[src/rtl/tx130_pkg.sv]
`timescale 1ns/1ps
package tx130_pkg;

  typedef enum logic [1:0] {
    BK_DATA    = 2'd0,
    BK_IDLE_OS = 2'd1,
    BK_EDS     = 2'd2,
    BK_SKP     = 2'd3
  } blk_kind_e;

  localparam logic [1:0] SYNC_DATA = 2'b10;
  localparam logic [1:0] SYNC_OS   = 2'b01;

  function automatic logic [1:0] sync_of(blk_kind_e k);
    return (k == BK_DATA || k == BK_EDS) ? SYNC_DATA : SYNC_OS;
  endfunction

endpackage

[src/rtl/tx130_slot_gen.sv]
`timescale 1ns/1ps
module tx130_slot_gen #(
  parameter int GB_PERIOD = 65,
  parameter int WORDS     = 4
) (
  input  logic clk,
  input  logic clr,
  output logic slot_valid,
  output logic word_first,
  output logic word_last
);
  localparam int GB_W = $clog2(GB_PERIOD);
  localparam int WD_W = (WORDS > 1) ? $clog2(WORDS) : 1;
  localparam logic [GB_W-1:0] GB_LAST = GB_W'(GB_PERIOD - 1);
  localparam logic [WD_W-1:0] WD_LAST = WD_W'(WORDS - 1);

  logic [GB_W-1:0] gb_q;
  logic [WD_W-1:0] wd_q;

  assign slot_valid = (gb_q != GB_LAST);
  assign word_first = (wd_q == '0);
  assign word_last  = (wd_q == WD_LAST);

  always_ff @(posedge clk) begin
    if (clr) begin
      gb_q <= '0;
      wd_q <= '0;
    end else begin
      gb_q <= (gb_q == GB_LAST) ? '0 : gb_q + 1'b1;
      if (slot_valid)
        wd_q <= (wd_q == WD_LAST) ? '0 : wd_q + 1'b1;
    end
  end

endmodule

[src/rtl/tx130_blk_seq.sv]
`timescale 1ns/1ps
module tx130_blk_seq
  import tx130_pkg::*;
#(
  parameter int SKP_INTERVAL = 370
) (
  input  logic      clk,
  input  logic      clr,
  input  logic      slot_valid,
  input  logic      word_first,
  input  logic      word_last,
  input  logic      data_req,
  output blk_kind_e kind_now
);
  localparam int BC_W = $clog2(SKP_INTERVAL);
  localparam logic [BC_W-1:0] SKP_POS = BC_W'(SKP_INTERVAL - 1);
  localparam logic [BC_W-1:0] PRE_POS = BC_W'(SKP_INTERVAL - 2);

  logic [BC_W-1:0] bcnt_q;
  logic            open_q;
  blk_kind_e       kind_q;
  blk_kind_e       kind_sel;
  logic            blk_begin;
  logic            blk_end;

  assign blk_begin = slot_valid && word_first;
  assign blk_end   = slot_valid && word_last;

  always_comb begin
    if (bcnt_q == SKP_POS)
      kind_sel = BK_SKP;
    else if (bcnt_q == PRE_POS)
      kind_sel = open_q ? BK_EDS : BK_IDLE_OS;
    else
      kind_sel = (data_req || open_q) ? BK_DATA : BK_IDLE_OS;
  end

  assign kind_now = blk_begin ? kind_sel : kind_q;

  always_ff @(posedge clk) begin
    if (clr) begin
      bcnt_q <= '0;
      open_q <= 1'b0;
      kind_q <= BK_IDLE_OS;
    end else begin
      if (blk_begin)
        kind_q <= kind_sel;
      if (blk_begin && kind_sel == BK_DATA)
        open_q <= 1'b1;
      else if (blk_end && kind_now == BK_EDS)
        open_q <= 1'b0;
      if (blk_end)
        bcnt_q <= (bcnt_q == SKP_POS) ? '0 : bcnt_q + 1'b1;
    end
  end

endmodule

[src/rtl/tx130_sched.sv]
`timescale 1ns/1ps
module tx130_sched
  import tx130_pkg::*;
#(
  parameter int LANE_W    = 32,
  parameter int BLK_W     = 128,
  parameter int GB_PERIOD = 65,
  parameter int SKP_MIN   = 370,
  parameter int SKP_MAX   = 375
) (
  input  logic       clk,
  input  logic       rst,
  input  logic       link_en,
  input  logic       data_req,
  output logic       tx_valid,
  output logic       blk_start,
  output logic [1:0] sync_sel,
  output logic       eds_req,
  output logic       skp_req
);
  localparam int WORDS = BLK_W / LANE_W;
  localparam int RUN_W = $clog2(GB_PERIOD) + 1;

  if (SKP_MIN < 3 || SKP_MIN > SKP_MAX || WORDS < 1 || GB_PERIOD < 2) begin : g_bad_cfg
    $error("tx130_sched: parameter set out of range");
  end

  logic      clr;
  logic      slot_valid;
  logic      word_first;
  logic      word_last;
  blk_kind_e kind_now;

  assign clr = rst || !link_en;

  tx130_slot_gen #(
    .GB_PERIOD (GB_PERIOD),
    .WORDS     (WORDS)
  ) u_slot (
    .clk        (clk),
    .clr        (clr),
    .slot_valid (slot_valid),
    .word_first (word_first),
    .word_last  (word_last)
  );

  tx130_blk_seq #(
    .SKP_INTERVAL (SKP_MIN)
  ) u_seq (
    .clk        (clk),
    .clr        (clr),
    .slot_valid (slot_valid),
    .word_first (word_first),
    .word_last  (word_last),
    .data_req   (data_req),
    .kind_now   (kind_now)
  );

  always_ff @(posedge clk) begin
    if (clr) begin
      tx_valid  <= 1'b0;
      blk_start <= 1'b0;
      sync_sel  <= 2'b00;
      eds_req   <= 1'b0;
      skp_req   <= 1'b0;
    end else begin
      tx_valid  <= slot_valid;
      blk_start <= slot_valid && word_first;
      if (slot_valid && word_first)
        sync_sel <= sync_of(kind_now);
      eds_req   <= slot_valid && word_last && (kind_now == BK_EDS);
      skp_req   <= slot_valid && (kind_now == BK_SKP);
    end
  end

  // Checker state: length of the current run of valid output clocks.
  logic [RUN_W-1:0] chk_run;
  always_ff @(posedge clk) begin
    if (rst || !tx_valid)
      chk_run <= '0;
    else if (chk_run < RUN_W'(GB_PERIOD))
      chk_run <= chk_run + 1'b1;
  end

  AST_OFF_QUIET: assert property (@(posedge clk) disable iff (rst)
    !link_en |=> (!tx_valid && !blk_start && !eds_req && !skp_req && sync_sel == 2'b00));

  AST_VALID_RUN: assert property (@(posedge clk) disable iff (rst)
    tx_valid |-> (chk_run < RUN_W'(GB_PERIOD - 1)));

  AST_START_VALID: assert property (@(posedge clk) disable iff (rst)
    blk_start |-> tx_valid);

  AST_SYNC_HOLD: assert property (@(posedge clk) disable iff (rst)
    (tx_valid && !blk_start) |-> $stable(sync_sel));

  AST_SKP_OS_SYNC: assert property (@(posedge clk) disable iff (rst)
    skp_req |-> (sync_sel == SYNC_OS && tx_valid));

  AST_EDS_DATA_SYNC: assert property (@(posedge clk) disable iff (rst)
    eds_req |-> (sync_sel == SYNC_DATA && !skp_req && !blk_start));

endmodule

[config.mk]
export PLATFORM = sky130hd
export DESIGN_NAME = tx130_sched
export DESIGN_NICKNAME = d
export VERILOG_FILES = /design/src/rtl/tx130_pkg.sv /design/src/rtl/tx130_slot_gen.sv /design/src/rtl/tx130_blk_seq.sv /design/src/rtl/tx130_sched.sv
export SDC_FILE = /design/constraint.sdc
export NUM_CORES = 1
export LEC_CHECK = 0
export ABC_AREA = 1
export BUFFER_PORTS_ARGS = -buffer_cell sky130_fd_sc_hd__buf_2
export CORE_ASPECT_RATIO = 0.5
export CORE_MARGIN = 2
export CORE_UTILIZATION = 35
export CTS_CLUSTER_SIZE = 20
export DETAILED_ROUTE_END_ITERATION = 7
export GPL_TIMING_DRIVEN = 0
export REMOVE_ABC_BUFFERS = 1
export SETUP_SLACK_MARGIN = 0.15
export SYNTH_ARGS = -nofsm -noshare
export SYNTH_HDL_FRONTEND = slang
export SYNTH_HIERARCHICAL = 1
export SYNTH_SLANG_ARGS = --single-unit
[constraint.sdc]
create_clock -name clk -period 2 [get_ports clk]
set_input_delay 0 -clock clk [delete_from_list [all_inputs] [get_ports clk]]
set_output_delay 0 -clock clk [all_outputs]
set_load 0.05 [all_outputs]
==> flow_metrics.env, run 1 <==
export IMPL_status="finished, violations left"
export IMPL_violations="hold timing"
export IMPL_synth_edf_count=0
export IMPL_drtIter0Drc=27
export IMPL_synthesis_area_mm2=0.00137
export IMPL_top_layer_used="met4"
export IMPL_required_ps=2160
export IMPL_row_count=16
export IMPL_clock_latency_ps=270
export IMPL_synth_compound_area_share_pct=9.86
export IMPL_dp_hpwl_mm=1.65
export IMPL_power_density_mw_per_mm2=573
export IMPL_ys_ff_latch=27
export IMPL_synthDistinctLibCells=33
export IMPL_fin_tns_setup_ps=0
export IMPL_diodes=0
export IMPL_fin_crit_ps=1730
export IMPL_cts_tree="done"
export IMPL_swShare_pct=24.2
export IMPL_antenna_found_initial=0
export IMPL_ff2ff_path_depth=12
export IMPL_worstSetupStartpointType="flop"
export IMPL_yosysTopAreaCell="dfxtp_1"
export IMPL_ff2ff_setup_slack_ps=270
export IMPL_period_share_pct=86.5
export IMPL_hold_end="tx_valid"
export IMPL_cp_arrival_ps=1890
export IMPL_firstDrtPassIters=4
export IMPL_p_int_mw=0.718
export IMPL_critPathMaxStageDelay_ps=350
export IMPL_grt_pass1_vias=900
export IMPL_grt_overflow_total=0
export IMPL_holdWs_ps=-13.7
export IMPL_finClkSkew_ps=5.26
export IMPL_synth_ff_type="dfxtp_1"
export IMPL_worstHoldPathCells=4
export IMPL_synthXorXnorAreaFrac_pct=1.92
export IMPL_worst_slack_ps=270
export IMPL_max_cap_violations=0
export IMPL_route_met2_wl_mm=1.21
export IMPL_clockPowerShare_pct=32.8
export IMPL_fillers=392
export IMPL_die_width_um=92.5
export IMPL_cp_slowest_cell="dfxtp_2"
export IMPL_synth_area_per_cell_um2=7.83
export IMPL_die_area_mm2=0.00446
export IMPL_die_h_um=48.2
export IMPL_ios=10
export IMPL_finalNetCount=213
export IMPL_cp_top_family="simple AND/OR/NAND/NOR gates"
export IMPL_maxSlewViolCount=0
export IMPL_cts_buffers=3
export IMPL_seqPwrFrac_pct=58.5
export IMPL_wl_met3_um=57
export IMPL_final_setup_viol_count=0
export IMPL_grt_total_usage_pct=11.3
export IMPL_startpoint="u_slot/gb_q[0]"
export IMPL_synth_seq_area_share_pct=39.5
export IMPL_initial_core_util_pct=35.8
export IMPL_clock_fmax_ghz=0.578
export IMPL_port_buffers=9
export IMPL_cts_max_level=1
export IMPL_layout_drive_gt1_share_pct=27.4
export IMPL_clockRootBuffer="clkbuf_8"
export IMPL_critPathBufInv=2
export IMPL_p_switching_mw=0.230
export IMPL_gp_congestion=0.744
export IMPL_synth_top_family_by_area="simple AND/OR/NAND/NOR gates"
export IMPL_final_antenna_net_count=0
export IMPL_drt_wl_total_mm=2.44
export IMPL_synth_top_area_share_pct=39.5
export IMPL_synthArstFlopShare_pct=0
export IMPL_reg2reg_to="u_seq/bcnt_q[8]"
export IMPL_leakage_nw=0.717
export IMPL_drc=0
export IMPL_wl_per_cell_um=9.58
export IMPL_worstSetupEndpointType="flop"
export IMPL_relSlewSlack_pct=76.6
export IMPL_cpMostUsedCell="nand2_2"
export IMPL_p_comb_share_pct=8.7
export IMPL_core_area_mm2=0.00382
export IMPL_vias=1106
export IMPL_area_growth_pct=20.6
export IMPL_clock_path_buffers=2
export IMPL_hp_class="input pin to flop"
export IMPL_worstMarginPinSlew_ps=351
export IMPL_regToRegStartpoint="u_slot/gb_q[0]"
export IMPL_min_from="rst"
export IMPL_synthTopCellsByArea="dfxtp_1, nand2_1, inv_1"
export IMPL_rsz0062_at_grt="no"
export IMPL_synth_mux_area_share_pct=0
export IMPL_ys_warn_count=6
export IMPL_clkTransAtPathRegs_ps=90
export IMPL_drt_met1_wl_mm=1.15
export IMPL_ir_drop_v=0.000246
export IMPL_pre_cts_ws_ps=139
export IMPL_final_common_cell="nand2_1"
export IMPL_crit_fanout=5
export IMPL_clock_sinks=27
export IMPL_synth_simple_area_share_pct=33.3
export IMPL_syn_inst=175
export IMPL_hold_viol_final=1
export IMPL_grt_max_degree=15
export IMPL_path_cells="inv_1, ha_2, nand2_2, inv_2, nand3_4, nand2_8, nor3_4, nand2_2, nor2_4, nand2_2, nor3b_2, nor3_2"
export IMPL_grt_pass1_wl_mm=3.82
export IMPL_final_cell_mix="nand2_1, inv_1, dfxtp_1"
export IMPL_synth_adder_area_share_pct=6.39
export IMPL_worstSetupPathType="flop to flop"
export IMPL_via_per_inst=4.34
## registers in the layout, indices dropped and copies added, names as in the netlist
register,count
u_seq/bcnt_q,9
u_slot/gb_q,7
sync_sel,2
u_seq/kind_q,2
u_slot/wd_q,2
blk_start,1
eds_req,1
skp_req,1
tx_valid,1
u_seq/open_q,1
## metal layers
layer  vias up  track usage (%)
li1        603                -
met1       493             12.5
met2         6             21.6
met3         4             3.71
met4         0             4.48
met5         -                0
## worst max-delay path by stage
stage                                  to  depth (start not counted)
after floorplan           u_seq/bcnt_q[8]                         12
after global placement    u_seq/bcnt_q[8]                         12
after detailed placement  u_seq/bcnt_q[8]                         12
after CTS                 u_seq/bcnt_q[8]                         12
after global routing      u_seq/bcnt_q[8]                         12
final                     u_seq/bcnt_q[8]                         12
## worst min-delay path, stage by stage
cell and delay, ps:
buf_2 70, inv_1 40, nand3_1 80, inv_1 40
## kinds of logic after synthesis
family                   count (synthesis)
AND/OR/NAND/NOR                         86
buffers and inverters                   33
flip-flops                              27
AO/OA/AOI/OAI                           19
adder cells (fa/ha/maj)                  7
XOR/XNOR                                 3
## metrics by stage
stage | power [mW] | instances | hold WS [ps] | area (µm²) | util (%)
3_3_place_gp | 0.642 | 238 | 259 | 1480 | 38.8
2_1_floorplan | 0.624 | 175 | 150 | 1370 | -
5_1_grt | 0.993 | 255 | 77.7 | 1650 | 43.2
4_1_cts | 0.963 | 244 | 99.0 | 1550 | 40.5
3_5_place_dp | 0.642 | 238 | 259 | 1480 | 38.8
6_report | 0.948 | 255 | -13.7 | 1650 | 43.2
## what timing repair did
| item | 4_1_cts | 5_1_grt |
|---|---|---|
| resized for setup | 1 | 7 |
| hold buffers | 2 | 0 |
| setup buffers | 0 | 11 |
| endpoints found under the setup margin | 1 | 7 |
| pin swaps | 0 | 7 |
| hold endpoints to repair | 2 | 0 |
| cloned | 0 | 1 |
## cell type report
type	count	area, µm²	share of cell area (%)
timing repair buffer	21	138	8.33
sequential	27	543	32.9
tap	54	67.6	4.09
inverter	33	124	7.49
clock buffer	4	45.0	2.73
multi-input combinational	116	736	44.5
## Yosys cell counts (2+ instances only)
| cell type | instances |
|---|---|
| nor2_4 | 4 |
| clkinv_1 | 2 |
| o21a_1 | 2 |
| inv_1 | 28 |
| nand2_4 | 2 |
| nand2_1 | 31 |
| nand2_2 | 4 |
| nor3b_1 | 2 |
| nor2_1 | 22 |
| xor2_1 | 2 |
| nor3_1 | 2 |
| a21oi_1 | 9 |
| nand3_1 | 11 |
| inv_2 | 3 |
| dfxtp_1 | 27 |
| ha_1 | 7 |
## power by group through the flow
stage	Sequential (mW)	Clock [mW]	Combinational (mW)
2_1_floorplan	0.582	0	0.0422
3_3_place_gp	0.567	0	0.0752
3_5_place_dp	0.567	0	0.0754
4_1_cts	0.555	0.329	0.0787
5_1_grt	0.556	0.344	0.0928
6_report	0.554	0.311	0.0823
Power figures use the tool's default switching activity.
==> run 2: changes to the inputs <==
Settings changed: CORE_ASPECT_RATIO 0.5 to default, CORE_UTILIZATION 35 to 58, PLACE_DENSITY from default to 0.77.
==> run 2 against run 1 <==
Net effect:
- the run now ends clean
- die area down 38%
- non-clock buffer count up 1
- clock power down 23%
- flip-flop and latch count unchanged
- largest cell class unchanged
- maximum frequency down 0.58%
- clock skew down 1.1 ps
- critical path depth up 1
- largest power group unchanged
==> flow_metrics.env, run 2 (synthesis gave the netlist of run 1 again) <==
export IMPL_status="complete, no violations"
export IMPL_max_cap_violations=0
export IMPL_path_cells="inv_1, ha_2, nand2_2, inv_2, nand3_4, buf_4, buf_4, buf_4, buf_6, buf_4, nand2_1, nand2_1, nor2_1"
export IMPL_firstDrtPassIters=6
export IMPL_finalNetCount=213
export IMPL_rsz0062_at_grt="no"
export IMPL_row_count=17
export IMPL_die_width_um=52.6
export IMPL_critPathMaxStageDelay_ps=360
export IMPL_wl_per_cell_um=11.8
export IMPL_fin_tns_setup_ps=0
export IMPL_gp_congestion=0.758
export IMPL_fillers=166
export IMPL_clock_latency_ps=330
export IMPL_grt_total_usage_pct=21.7
export IMPL_finClkSkew_ps=4.20
export IMPL_cts_buffers=3
export IMPL_clock_path_buffers=2
export IMPL_ir_drop_v=0.000542
export IMPL_antenna_found_initial=0
export IMPL_worstSetupStartpointType="flop"
export IMPL_clock_fmax_ghz=0.575
export IMPL_grt_max_degree=17
export IMPL_reg_top3="u_seq/bcnt_q: 9 flops, u_slot/gb_q: 7 flops"
export IMPL_diodes=0
export IMPL_final_cell_area_mm2=0.00162
export IMPL_largest_register_ffs=9
export IMPL_largest_register="u_seq/bcnt_q"
export IMPL_port_buffers=9
export IMPL_dpl_cell_area_mm2=0.00145
export IMPL_final_common_cell="nand2_1"
export IMPL_clockRootBuffer="clkbuf_4"
export IMPL_relSlewSlack_pct=77.6
export IMPL_multiInputGateArea_um2=732
export IMPL_clkTransAtPathRegs_ps=150
export IMPL_cpMostUsedCell="buf_4"
export IMPL_worstSetupEndpointType="flop"
export IMPL_hold_viol_final=0
export IMPL_via_per_inst=5.01
export IMPL_fin_crit_ps=1740
export IMPL_drt_wl_total_mm=2.69
export IMPL_grt_pass1_vias=1105
export IMPL_ios=10
export IMPL_drc=0
export IMPL_final_antenna_net_count=0
export IMPL_power_density_mw_per_mm2=544
export IMPL_seq_area_um2=546
export IMPL_hp_class="input pin to flop"
export IMPL_clock_sinks=27
export IMPL_die_h_um=52.6
export IMPL_maxSlewViolCount=0
export IMPL_final_cell_mix="nand2_1, inv_1, dfxtp_1"
export IMPL_cts_tree="done"
export IMPL_initial_core_util_pct=61.3
export IMPL_cp_arrival_ps=2010
export IMPL_leakage_nw=0.710
export IMPL_cts_max_level=1
export IMPL_required_ps=2270
export IMPL_layout_drive_gt1_share_pct=28.9
export IMPL_die_area_mm2=0.00277
export IMPL_critPathBufInv=7
export IMPL_crit_fanout=5
export IMPL_worstSetupPathType="flop to flop"
export IMPL_core_area_mm2=0.00223
export IMPL_period_share_pct=87.0
export IMPL_cp_slowest_cell="dfxtp_2"
export IMPL_worstMarginPinSlew_ps=335
export IMPL_utilization_pct=72.4
export IMPL_area_growth_pct=18.1
export IMPL_final_setup_viol_count=0
export IMPL_cp_top_family="buffers and inverters"
export IMPL_grt_overflow_total=0
export IMPL_dp_hpwl_mm=1.86
export IMPL_drtIter0Drc=24
export IMPL_grt_pass1_wl_mm=4.37
export IMPL_vias=1148
run 2: worst register-to-register path: cells and delay by family (launching register included):
| kind | cells | cell delay, ps |
|---|---|---|
| buf+inv | 7 | 800 |
| flops | 1 | 360 |
| simple gates | 5 | 350 |
| fa+ha+maj | 1 | 170 |
run 2: final timing paths:
| check | from | end | slack [ps] | depth (start not counted) |
|---|---|---|---|---|
| setup / recovery | u_slot/gb_q[1] | u_slot/wd_q[0] | 260 | 13 |
| hold / removal | data_req | u_seq/open_q | 40 | 5 |
| hold reg to reg | u_slot/gb_q[0] | u_slot/gb_q[0] | 450 | 1 |
| setup reg to reg | u_slot/gb_q[1] | u_slot/wd_q[0] | 260 | 13 |
run 2: cell type report:
class / instances / share of cell area (%)
multi-input cells: 115 / 45.2
flip-flops and latches: 27 / 33.7
repair buffers: 22 / 9.36
inverters: 33 / 7.66
well taps: 28 / 2.17
clock buffers: 3 / 1.39
clock inverters: 1 / 0.464
run 2: per-layer routing:
metal / vias to the layer above / routed length [µm] / global-route usage, %
li1: 595 / - / -
met1: 535 / 1200 / 25.0
met2: 12 / 1390 / 38.3
met3: 6 / 55 / 3.43
met4: 0 / 53 / 11.1
met5: - / 0 / 0
run 2: repair_timing:
| item | CTS | global route |
|---|---|---|
| hold endpoints to repair | 2 | 2 |
| cloned | 0 | 0 |
| endpoints found under the setup margin | 3 | 9 |
| buffers inserted | 1 | 10 |
| pin swaps | 0 | 7 |
| resized for setup | 2 | 11 |
| hold buffers | 2 | 1 |
run 2: where the power goes:
part	internal [mW]	switching, mW
sequential	0.548	0.00725
clock	0.0765	0.165
combinational	0.0275	0.0551
total	0.652	0.227
run 2: through the flow:
stage	hold WS [ps]	worst slack [ps]	std cells	total power [mW]
global route	66.7	132	229	0.920
floorplan	150	329	175	0.624
finish	37.7	260	229	0.880
detailed placement	261	107	212	0.642
global placement	255	203	212	0.639
CTS	30.5	187	219	0.885
==> run 3: changes to the inputs <==
Settings changed: ABC_AREA 1 to default, CORE_UTILIZATION 58 to 57, PLACE_DENSITY 0.77 to 0.76.
==> run 3 against run 2 <==
Net effect:
- highest routed layer unchanged
- synthesized cell count decreased by 25%
- clock-buffer cell count unchanged
- synthesized area shrank 7.6%
- largest power group unchanged
- the run now ends with setup timing left
- critical path type unchanged
- sequential power about the same
- clock skew is 9.9 ps higher
- combinational power increased by 25%
- wire length fell by 4.2%
- worst setup slack worse by 350 ps
==> flow_metrics.env, run 3 <==
export IMPL_ys_warn_count=6
export IMPL_regToRegStartpoint="u_slot/gb_q[5]"
export IMPL_reg2reg_to="u_seq/kind_q[0]"
export IMPL_reg_top3="u_seq/bcnt_q: 9 flops, u_slot/gb_q: 7 flops"
export IMPL_hold_end="u_seq/open_q"
export IMPL_cts_tree="done"
export IMPL_largest_register="u_seq/bcnt_q"
export IMPL_leakage_nw=0.622
export IMPL_clkTransAtPathRegs_ps=150
export IMPL_die_width_um=51.1
export IMPL_clock_path_buffers=2
export IMPL_relSlewSlack_pct=50.7
export IMPL_drt_wl_total_mm=2.58
export IMPL_row_count=17
export IMPL_grt_pass1_vias=976
export IMPL_crit_fanout=4
export IMPL_die_h_um=51.1
export IMPL_gp_congestion=0.770
export IMPL_yosysMostFrequentCell="dfxtp_1"
export IMPL_clock_latency_ps=330
export IMPL_final_setup_viol_count=6
export IMPL_placed_cells=167
export IMPL_finalNetCount=168
export IMPL_finClkSkew_ps=14.1
export IMPL_cts_max_level=1
export IMPL_maxSlewViolCount=0
export IMPL_largest_register_ffs=9
export IMPL_fin_tns_setup_ps=-280
export IMPL_syn_inst=131
export IMPL_worst_slack_ps=-84.9
export IMPL_grt_overflow_total=0
export IMPL_fillers=161
export IMPL_drc=0
export IMPL_period_share_pct=104
export IMPL_cts_buffers=3
export IMPL_grt_max_degree=20
export IMPL_wl_per_cell_um=14.0
export IMPL_utilization_pct=72.2
export IMPL_worstMarginPinSlew_ps=739
export IMPL_min_from="data_req"
export IMPL_fin_total_pwr_mw=0.896
export IMPL_synth_area_per_cell_um2=9.67
export IMPL_yosysTopAreaCell="dfxtp_1"
export IMPL_worstSetupEndpointType="flop"
export IMPL_diodes=0
export IMPL_final_antenna_net_count=0
export IMPL_final_common_cell="dfxtp_1"
export IMPL_synthesis_area_mm2=0.00127
export IMPL_hold_viol_final=0
export IMPL_vias=987
export IMPL_layout_drive_gt1_share_pct=32.1
export IMPL_drtIter0Drc=12
export IMPL_worstHoldPathCells=5
export IMPL_final_cell_area_mm2=0.00155
export IMPL_synth_seq_area_share_pct=42.7
export IMPL_rsz0062_at_grt="yes"
export IMPL_pre_cts_ws_ps=-393
export IMPL_die_area_mm2=0.00261
export IMPL_status="finished, violations left"
export IMPL_dpl_cell_area_mm2=0.00134
export IMPL_ys_ff_latch=27
export IMPL_ios=10
export IMPL_violations="setup timing"
export IMPL_hp_class="input pin to flop"
export IMPL_synth_edf_count=0
export IMPL_synth_ff_type="dfxtp_1"
export IMPL_clock_fmax_ghz=0.480
export IMPL_worstSetupPathType="flop to flop"
export IMPL_area_growth_pct=22.4
export IMPL_max_cap_violations=0
export IMPL_worstSetupStartpointType="flop"
export IMPL_synth_common_cells="dfxtp_1, nor2_1, inv_1, xor2_1"
export IMPL_ff2ff_setup_slack_ps=-80
export IMPL_ir_drop_v=0.000468
export IMPL_ff2ff_path_depth=7
export IMPL_cp_arrival_ps=2310
export IMPL_clockRootBuffer="clkbuf_4"
export IMPL_clock_sinks=27
export IMPL_final_cells=184
export IMPL_synth_top_area_share_pct=42.7
export IMPL_initial_core_util_pct=58.9
export IMPL_dp_hpwl_mm=1.55
export IMPL_synthTopCellsByArea="dfxtp_1, ha_1, xor2_1"
export IMPL_grt_total_usage_pct=22.1
export IMPL_antenna_found_initial=0
export IMPL_holdWs_ps=155
export IMPL_firstDrtPassIters=4
export IMPL_final_cell_mix="dfxtp_1, nor2_1, buf_2, xor2_1"
export IMPL_grt_pass1_wl_mm=4.33
export IMPL_fin_crit_ps=2080
export IMPL_port_buffers=9
export IMPL_core_area_mm2=0.00215
export IMPL_synthArstFlopShare_pct=0
export IMPL_required_ps=2220
export IMPL_power_density_mw_per_mm2=578
export IMPL_via_per_inst=5.36
export IMPL_synthDistinctLibCells=42
run 3: cell count changes after synthesis, sizes merged, moves of 3 or more:
| cell | delta |
|---|---|
| nand4 | +3 |
| xor2 | +7 |
| inv | -22 |
| a21oi | -7 |
| nand3 | -6 |
| nand2 | -30 |
| and3 | +3 |
| nor2 | -14 |
run 3: critical path, stage by stage (launching register included):
cell        delay (ps)
dfxtp_2            350
or4b_4             530
nor2_4             150
clkinvlp_4         140
and2_4             210
a41oi_4            220
o31ai_4            130
or2_1              240
run 3: area by class of cell:
| type | instances | area (µm²) | share of cell area, % |
|---|---|---|---|
| clock buffers | 3 | 22.5 | 1.45 |
| multi-input cells | 94 | 747 | 48.2 |
| repair buffers | 22 | 159 | 10.3 |
| inverters | 9 | 37.5 | 2.42 |
| well taps | 28 | 35.0 | 2.26 |
| clock inverters | 1 | 5.00 | 0.323 |
| flip-flops and latches | 27 | 544 | 35.1 |
run 3: cell families after synthesis:
family                   count (synthesis)  synth area share (%)
adder cells (fa/ha/maj)                  7                  6.92
AND/OR/NAND/NOR                         55                  26.0
AO/OA/AOI/OAI                           21                  13.8
XOR/XNOR                                11                  7.61
buffers and inverters                   10                  2.96
flip-flops                              27                  42.7
run 3: power by group:
group	switching [mW]	leakage (nW)	total, mW	internal, mW
clock	0.162	0.0177	0.237	0.0750
combinational	0.0623	0.384	0.103	0.0411
sequential	0.00635	0.221	0.556	0.549
run 3: how the worst max path moves through the flow:
stage | start | to | slack (ps) | depth (start not counted)
floorplan | u_slot/gb_q[4] | u_seq/kind_q[0] | -110 | 7
global placement | u_slot/gb_q[4] | sync_sel[1] | -300 | 8
detailed placement | u_slot/gb_q[4] | sync_sel[1] | -390 | 8
CTS | u_slot/gb_q[3] | sync_sel[1] | -40 | 8
global route | u_slot/gb_q[3] | sync_sel[1] | -160 | 8
finish | u_slot/gb_q[5] | u_seq/kind_q[0] | -80 | 7
run 3: what timing repair did:
| item | CTS | global route |
|---|---|---|
| hold buffers | 2 | 0 |
| setup buffers | 8 | 3 |
| setup endpoints to repair | 16 | 17 |
| endpoints found under the hold margin | 1 | 0 |
| pin swaps | 11 | 4 |
| resized for setup | 16 | 4 |
run 3: routing by layer:
| metal | vias to the layer above | global-route usage (%) | part of all wire (%) |
|---|---|---|---|
| met5 | - | 0 | 0 |
| met4 | 0 | 8.11 | 0.66 |
| met3 | 2 | 2.63 | 1.8 |
| met2 | 7 | 41.1 | 53 |
| met1 | 467 | 25.7 | 45 |
| li1 | 511 | - | - |
